### src/rtl/dio_mux_pkg.sv
package dio_mux_pkg;

    // Per-line reaction to a watchdog trip
    typedef enum logic [1:0] {
        WD_IGNORE   = 2'd0,
        WD_FREEZE   = 2'd1,
        WD_TRISTATE = 2'd2,
        WD_SAFE     = 2'd3
    } wd_mode_e;

    // Configuration select codes; action words follow SEL_MODE0 consecutively
    localparam int SEL_W = 3;

    typedef enum logic [SEL_W-1:0] {
        SEL_DIR    = 3'd0,
        SEL_SRC    = 3'd1,
        SEL_STATIC = 3'd2,
        SEL_SAFE   = 3'd3,
        SEL_AUX    = 3'd4,
        SEL_MODE0  = 3'd5
    } cfg_sel_e;

    localparam logic [SEL_W-1:0] SEL_SPARE = 3'd7;

endpackage

### src/rtl/dio_cfg_regs.sv
module dio_cfg_regs
    import dio_mux_pkg::*;
#(
    parameter int NUM_LINES = 32,
    parameter int AUX_LINES = 3,
    parameter int DATA_W    = 32
) (
    input  logic                   clk,
    input  logic                   rst_n,
    input  logic                   we_i,
    input  logic [SEL_W-1:0]       sel_i,
    input  logic [DATA_W-1:0]      wdata_i,
    output logic [NUM_LINES-1:0]   dir_o,
    output logic [NUM_LINES-1:0]   src_o,
    output logic [NUM_LINES-1:0]   stat_o,
    output logic [NUM_LINES-1:0]   safe_o,
    output logic [AUX_LINES-1:0]   aux_en_o,
    output logic [2*NUM_LINES-1:0] mode_o
);

    localparam int MODE_BITS  = 2 * NUM_LINES;
    localparam int MODE_WORDS = (MODE_BITS + DATA_W - 1) / DATA_W;
    localparam int MODE_STORE = MODE_WORDS * DATA_W;

    typedef struct packed {
        logic [NUM_LINES-1:0]  dir;
        logic [NUM_LINES-1:0]  src;
        logic [NUM_LINES-1:0]  stat;
        logic [NUM_LINES-1:0]  safe;
        logic [AUX_LINES-1:0]  aux_en;
        logic [MODE_STORE-1:0] mode;
    } cfg_t;

    cfg_t cfg_d, cfg_q;

    always_comb begin
        cfg_d = cfg_q;
        if (we_i) begin
            case (sel_i)
                SEL_DIR:    cfg_d.dir    = wdata_i[NUM_LINES-1:0];
                SEL_SRC:    cfg_d.src    = wdata_i[NUM_LINES-1:0];
                SEL_STATIC: cfg_d.stat   = wdata_i[NUM_LINES-1:0];
                SEL_SAFE:   cfg_d.safe   = wdata_i[NUM_LINES-1:0];
                SEL_AUX:    cfg_d.aux_en = wdata_i[AUX_LINES-1:0];
                default: begin
                    for (int k = 0; k < MODE_WORDS; k++) begin
                        if (sel_i == SEL_W'(int'(SEL_MODE0) + k)) begin
                            cfg_d.mode[k*DATA_W +: DATA_W] = wdata_i;
                        end
                    end
                end
            endcase
        end
    end

    always_ff @(posedge clk or negedge rst_n) begin
        if (!rst_n) begin
            cfg_q <= '0;
        end else begin
            cfg_q <= cfg_d;
        end
    end

    assign dir_o    = cfg_q.dir;
    assign src_o    = cfg_q.src;
    assign stat_o   = cfg_q.stat;
    assign safe_o   = cfg_q.safe;
    assign aux_en_o = cfg_q.aux_en;
    assign mode_o   = cfg_q.mode[MODE_BITS-1:0];

    // a direction write is visible in the following cycle
    assert_dir_write_lands_R5: assert property (@(posedge clk) disable iff (!rst_n)
        (we_i && sel_i == SEL_DIR) |=> (dir_o == $past(wdata_i[NUM_LINES-1:0])))
        else $error("direction write did not land");

    // the spare select code leaves every register untouched
    assert_spare_write_ignored_R5: assert property (@(posedge clk) disable iff (!rst_n)
        (we_i && sel_i == SEL_SPARE) |=> $stable(cfg_q))
        else $error("spare select changed configuration");

endmodule

### src/rtl/dio_wd_latch.sv
module dio_wd_latch #(
    parameter int NUM_LINES = 32
) (
    input  logic                 clk,
    input  logic                 rst_n,
    input  logic                 wd_event_i,
    input  logic                 wd_clear_i,
    input  logic [NUM_LINES-1:0] pre_val_i,
    input  logic [NUM_LINES-1:0] pre_oe_i,
    output logic                 tripped_o,
    output logic [NUM_LINES-1:0] frz_val_o,
    output logic [NUM_LINES-1:0] frz_oe_o
);

    typedef struct packed {
        logic                 tripped;
        logic [NUM_LINES-1:0] frz_val;
        logic [NUM_LINES-1:0] frz_oe;
    } wd_state_t;

    wd_state_t st_d, st_q;

    always_comb begin
        st_d = st_q;
        // capture only on the first event of a trip
        if (wd_event_i && !st_q.tripped) begin
            st_d.frz_val = pre_val_i;
            st_d.frz_oe  = pre_oe_i;
        end
        // event takes precedence over a simultaneous clear
        st_d.tripped = wd_event_i | (st_q.tripped & ~wd_clear_i);
    end

    always_ff @(posedge clk or negedge rst_n) begin
        if (!rst_n) begin
            st_q <= '0;
        end else begin
            st_q <= st_d;
        end
    end

    assign tripped_o = st_q.tripped;
    assign frz_val_o = st_q.frz_val;
    assign frz_oe_o  = st_q.frz_oe;

    assert_event_trips_R7: assert property (@(posedge clk) disable iff (!rst_n)
        wd_event_i |=> tripped_o)
        else $error("event did not set trip flag");

    assert_no_spurious_trip_R7: assert property (@(posedge clk) disable iff (!rst_n)
        (!tripped_o && !wd_event_i) |=> !tripped_o)
        else $error("trip flag rose without event");

    assert_clear_releases_R7: assert property (@(posedge clk) disable iff (!rst_n)
        (tripped_o && wd_clear_i && !wd_event_i) |=> !tripped_o)
        else $error("clear did not release trip flag");

    // frozen snapshot never moves while tripped
    assert_frozen_hold_R12: assert property (@(posedge clk) disable iff (!rst_n)
        tripped_o |=> ($stable(frz_val_o) && $stable(frz_oe_o)))
        else $error("frozen snapshot changed while tripped");

endmodule

### src/rtl/dio_line_cell.sv
module dio_line_cell
    import dio_mux_pkg::*;
(
    input  logic       dir_i,
    input  logic       src_i,
    input  logic       stat_i,
    input  logic       safe_i,
    input  logic [1:0] mode_i,
    input  logic       aux_en_i,
    input  logic       aux_val_i,
    input  logic       timed_i,
    input  logic       tripped_i,
    input  logic       frz_val_i,
    input  logic       frz_oe_i,
    output logic       pre_val_o,
    output logic       pre_oe_o,
    output logic       out_val_o,
    output logic       out_oe_o
);

    logic src_val;

    always_comb begin
        // data source priority: aux override, then timed, then static
        if (aux_en_i) begin
            src_val = aux_val_i;
        end else if (src_i) begin
            src_val = timed_i;
        end else begin
            src_val = stat_i;
        end

        pre_oe_o  = dir_i;
        pre_val_o = dir_i & src_val;

        out_oe_o  = pre_oe_o;
        out_val_o = pre_val_o;
        if (tripped_i) begin
            case (mode_i)
                WD_FREEZE: begin
                    out_oe_o  = frz_oe_i;
                    out_val_o = frz_val_i;
                end
                WD_TRISTATE: begin
                    out_oe_o  = 1'b0;
                    out_val_o = 1'b0;
                end
                WD_SAFE: begin
                    out_oe_o  = dir_i;
                    out_val_o = dir_i & safe_i;
                end
                default: ;
            endcase
        end
    end

endmodule

### src/rtl/dio_line_mux.sv
module dio_line_mux
    import dio_mux_pkg::*;
#(
    parameter int NUM_LINES = 32,
    parameter int AUX_LINES = 3,
    parameter int DATA_W    = 32
) (
    input  logic                 clk,
    input  logic                 rst_n,
    input  logic                 cfg_we,
    input  logic [SEL_W-1:0]     cfg_sel,
    input  logic [DATA_W-1:0]    cfg_wdata,
    input  logic [NUM_LINES-1:0] timed_data,
    input  logic [AUX_LINES-1:0] aux_sig,
    input  logic                 wd_event,
    input  logic                 wd_clear,
    output logic [NUM_LINES-1:0] line_out,
    output logic [NUM_LINES-1:0] line_oe
);

    logic [NUM_LINES-1:0]   dir_w, src_w, stat_w, safe_w;
    logic [AUX_LINES-1:0]   aux_en_w;
    logic [2*NUM_LINES-1:0] mode_w;
    logic [NUM_LINES-1:0]   pre_val_w, pre_oe_w, frz_val_w, frz_oe_w;
    logic                   tripped_w;

    dio_cfg_regs #(
        .NUM_LINES (NUM_LINES),
        .AUX_LINES (AUX_LINES),
        .DATA_W    (DATA_W)
    ) u_regs (
        .clk      (clk),
        .rst_n    (rst_n),
        .we_i     (cfg_we),
        .sel_i    (cfg_sel),
        .wdata_i  (cfg_wdata),
        .dir_o    (dir_w),
        .src_o    (src_w),
        .stat_o   (stat_w),
        .safe_o   (safe_w),
        .aux_en_o (aux_en_w),
        .mode_o   (mode_w)
    );

    dio_wd_latch #(
        .NUM_LINES (NUM_LINES)
    ) u_wd (
        .clk        (clk),
        .rst_n      (rst_n),
        .wd_event_i (wd_event),
        .wd_clear_i (wd_clear),
        .pre_val_i  (pre_val_w),
        .pre_oe_i   (pre_oe_w),
        .tripped_o  (tripped_w),
        .frz_val_o  (frz_val_w),
        .frz_oe_o   (frz_oe_w)
    );

    for (genvar i = 0; i < NUM_LINES; i++) begin : g_line
        logic aux_en_l, aux_val_l;

        if (i < AUX_LINES) begin : g_aux
            assign aux_en_l  = aux_en_w[i];
            assign aux_val_l = aux_sig[i];
        end else begin : g_plain
            assign aux_en_l  = 1'b0;
            assign aux_val_l = 1'b0;
        end

        dio_line_cell u_cell (
            .dir_i     (dir_w[i]),
            .src_i     (src_w[i]),
            .stat_i    (stat_w[i]),
            .safe_i    (safe_w[i]),
            .mode_i    (mode_w[2*i +: 2]),
            .aux_en_i  (aux_en_l),
            .aux_val_i (aux_val_l),
            .timed_i   (timed_data[i]),
            .tripped_i (tripped_w),
            .frz_val_i (frz_val_w[i]),
            .frz_oe_i  (frz_oe_w[i]),
            .pre_val_o (pre_val_w[i]),
            .pre_oe_o  (pre_oe_w[i]),
            .out_val_o (line_out[i]),
            .out_oe_o  (line_oe[i])
        );

        assert_tristate_release_R9: assert property (@(posedge clk) disable iff (!rst_n)
            (tripped_w && mode_w[2*i +: 2] == WD_TRISTATE) |-> (!line_oe[i] && !line_out[i]))
            else $error("tristate line still driven");

        assert_safe_drive_R10: assert property (@(posedge clk) disable iff (!rst_n)
            (tripped_w && mode_w[2*i +: 2] == WD_SAFE) |->
                (line_oe[i] == dir_w[i] && (!dir_w[i] || line_out[i] == safe_w[i])))
            else $error("safe line not at safe value");
    end

    assert_oe_follows_dir_R2: assert property (@(posedge clk) disable iff (!rst_n)
        !tripped_w |-> (line_oe == dir_w))
        else $error("enable differs from direction");

    assert_undriven_low_R2: assert property (@(posedge clk) disable iff (!rst_n)
        ((line_out & ~line_oe) == '0))
        else $error("value set on undriven line");

endmodule

### config.mk
export PLATFORM = sky130hd
export DESIGN_NAME = dio_line_mux
export DESIGN_NICKNAME = d
export VERILOG_FILES = /design/src/rtl/dio_mux_pkg.sv /design/src/rtl/dio_cfg_regs.sv /design/src/rtl/dio_wd_latch.sv /design/src/rtl/dio_line_cell.sv /design/src/rtl/dio_line_mux.sv
export SDC_FILE = /design/constraint.sdc
export NUM_CORES = 1
export LEC_CHECK = 0
export ABC_AREA = 1
export BUFFER_PORTS_ARGS = -buffer_cell sky130_fd_sc_hd__buf_4
export CORE_MARGIN = 2
export CORE_UTILIZATION = 50
export CTS_BUF_LIST = sky130_fd_sc_hd__clkbuf_8
export DETAILED_ROUTE_END_ITERATION = 8
export PLACE_DENSITY_LB_ADDON = 0.2
export SLEW_MARGIN = 20
export SYNTH_ARGS = -nofsm -noshare
export SYNTH_HDL_FRONTEND = slang
export SYNTH_HIERARCHICAL = 1
export SYNTH_SLANG_ARGS = --single-unit
### constraint.sdc
create_clock -name clk -period 2.7 [get_ports clk]
set_input_delay 0.405 -clock clk [delete_from_list [all_inputs] [get_ports clk]]
set_output_delay 0.405 -clock clk [all_outputs]
set_load 0.05 [all_outputs]
==> results.cfg <==
[cts]
clk_latency_ns = 0.56
clock_path_buffers = 3
cts_tree = done
clk_pin_slew_ns = 0.06
htree_levels = 2
cts_sinks = 260
numCtsBuffers = 46
cts_root_buf = clkbuf_8

[die]
fp.dieW_um = 175.5
ios = 139
start_util = 0.5095
die_h_um = 175.5
core_mm2 = 0.02886
rows = 62
die-area_mm2 = 0.03079

[yosys]
synth_seq_cells = 260
synth_top_family_by_area = simple AND/OR/NAND/NOR gates
synth_cell_types = 18
synth_warnings = 6
synth.area.mux_share = 0
syn_area_mm2 = 0.01470
yosys.area_share.simple = 0.3066
yosys.area.top_type_share = 0.4426
yosys.area_share.adder = 0.08170
avgSynthCellArea_um2 = 7.486
synth.largest_area_cell = dfrtp_1
synth_compound_gate_area_share = 0.06043
ys_seq_area_frac = 0.4426
synth.area.top_cells = dfrtp_1 44%, nand2_1 22%, ha_1 8.2%, nand3_1 7.7%, inv_1 6.6%
synthXorXnorAreaFrac = 0
synthCells = 1964

[global_routing]
grtUsageMet3 = 0.03810
grt_pass1_vias = 12530
gr-max-usage-layer = met2
grt_use_total = 0.2722
grt_pass1_wl_um = 66140
antenna_found_initial = 0
grt_max_degree = 100
grt_overflow = 0
met2_usage = 0.4414
grtUsageMet1 = 0.3728

[cells_and_area]
final_util = 0.5981
area_delta_synth_final_pct = 17.40
antenna-diode-count = 0
drive_gt1_frac = 0.1458
nets = 2338
layout.cells.non_filler = 2586

[critical_path]
crit_chain = buf_4 -> nand2_1 -> a21oi_1 -> buf_4
cpPeakStageDelay_ns = 0.60
r2r_start = u_wd/tripped_o
start_kind = flip-flop
cpMaxStageDelayCell = dfrtp_4
worstPathRequired_ns = 2.30
critPathCaptureType = output port
worstReg2RegEnd = u_wd/frz_val_o[17]
r2r_slack_ns = 0.71
critPathKind = reg2out
crit_family = flip-flops
worstPathArrival_ns = 2.15
crit_top_cell = buf_4
cp_max_fo = 22
r2r_cells = 5
crit_buf_inv = 2

[route]
drt_iter0_drc = 897
drt_wl_total_um = 41360
vias = 12910
routed_via_density = 4.993
remaining_drc_errors = 0
ant_nets = 0
first_pass_iters = 5
detail_route.wl_per_cell_um = 15.99

[timing]
worst_slew_pin_slew_ns = 0.8691
period_minus_slack_ns = 2.555
setup_viol = 0
finalClockSkew_ns = 0.01605
setup_ws_ns = 0.1451
hold_viol = 0
period_share = 0.9462
final_max_slew_viol_count = 0
max_freq_mhz = 391.4
grt_setup_unrepaired = no
fin_tns_setup_ns = 0
holdWs_ns = 0.07305
relSlewSlack = 0.4206

[placed_design]
gp_congestion = 0.8060
dp_hpwl_um = 26620
io_buffers = 138
dp.cells = 2502
dp_slack_ns = 0.6791

[hold_path]
min-delay-path-class = in2reg
hold_depth = 2
hold_path_startpoint = wd_clear
min_to = u_wd/tripped_o

[power]
power_leakage_nw = 9.858
p_per_area_mw_per_mm2 = 783.6
vdd_drop_max_mv = 0.5473

[job]
cap_violations = 0

[outcome]
status = finished, final reports clean
[cells in the mapped netlist]
cell type and instances:
nand2_1 850, dfrtp_1 260, inv_1 259, nand3_1 227, ha_1 96, a21oi_1 64, a21oi_2 64, buf_4 48
buf_2 42, nor2_1 34, clkbuf_1 7, inv_2 4, nor2_4 3, nor2_2 2, buf_6 1, conb_1 1
nand2_2 1, o21bai_1 1
[routing by layer]
layer	wire length [um]	part of all wire	up-vias
met5	0	0	-
met4	1473	0.036	0
met3	2913	0.070	102
met2	19000	0.46	451
met1	17970	0.43	6053
li1	-	-	6305
[worst max-delay path by stage]
stage                         startpoint           to  slack (ns)  cells past startpoint
after floorplan           u_wd/tripped_o   line_oe[0]        0.06                      2
after global placement    u_wd/tripped_o  line_oe[12]        0.69                      4
after detailed placement  u_wd/tripped_o  line_oe[12]        0.68                      4
after CTS                 u_wd/tripped_o  line_oe[12]        0.09                      4
after global routing      u_wd/tripped_o  line_oe[12]        0.08                      4
final                     u_wd/tripped_o  line_oe[12]        0.15                      4
[cells in the final DEF (no fill, tap or decap), types with 3 or more instances in the layout]
cell / instances
a21oi_1: 64
a21oi_2: 64
buf_12: 6
buf_4: 159
clkbuf_8: 66
clkinv_2: 8
conb_1: 87
dfrtp_1: 259
ha_1: 96
inv_1: 264
inv_2: 5
nand2_1: 850
nand3_1: 227
nor2_1: 32
nor2_2: 4
nor2_4: 3
[power breakdown]
| part | switching, W | internal, W | total (W) |
|---|---|---|---|
| combinational | 0.00292 | 0.00139 | 0.00432 |
| clock | 0.00171 | 0.00226 | 0.00397 |
| sequential | 0.000602 | 0.00464 | 0.00524 |
| total | 0.00523 | 0.00829 | 0.0135 |
[state kept, by name, summed over array words and instances (netlist names)]
name / cells
u_wd/frz_oe_o: 32
u_regs/src_o: 32
u_wd/tripped_o: 1
u_regs/dir_o: 32
u_regs/safe_o: 32
u_wd/frz_val_o: 32
u_regs/mode_o: 64
u_regs/stat_o: 32
u_regs/aux_en_o: 3
[per-stage QoR]
| stage | cell area, um2 | total power, W |
|---|---|---|
| 6_report | 17260 | 0.01353 |
| 3_3_place_gp | 16230 | 0.009499 |
| 5_1_grt | 17260 | 0.01435 |
| 3_5_place_dp | 16230 | 0.009608 |
| 4_1_cts | 17260 | 0.01359 |
| 2_1_floorplan | 15020 | 0.008323 |
[cells by family (layout without fill, tap and decap cells)]
group / count (synthesis) / in the layout
and+or+nand+nor: 1117 / 1117
buffers and inverters: 361 / 513
DFF: 260 / 260
AOI/OAI and AO/OA: 129 / 129
adders and majority gates: 96 / 96
other: 1 / 87
[area by class of cell]
| class | count | area, um2 |
|---|---|---|
| well taps | 384 | 480.5 |
| clock inverters | 17 | 107.6 |
| inverters | 263 | 987.2 |
| multi-input cells | 1429 | 6928 |
| repair buffers | 167 | 1339 |
| flip-flops and latches | 260 | 6510 |
| clock buffers | 66 | 908.4 |
| fillers | 2670 | 11600 |
[what timing repair did]
action                                 in CTS  in global routing
hold buffers                                1                  0
setup endpoints to repair                   0                  1
resized for setup                           0                  1
endpoints found under the hold margin      67                  0
setup buffers                               0                  0
Power figures use the tool's default switching activity.
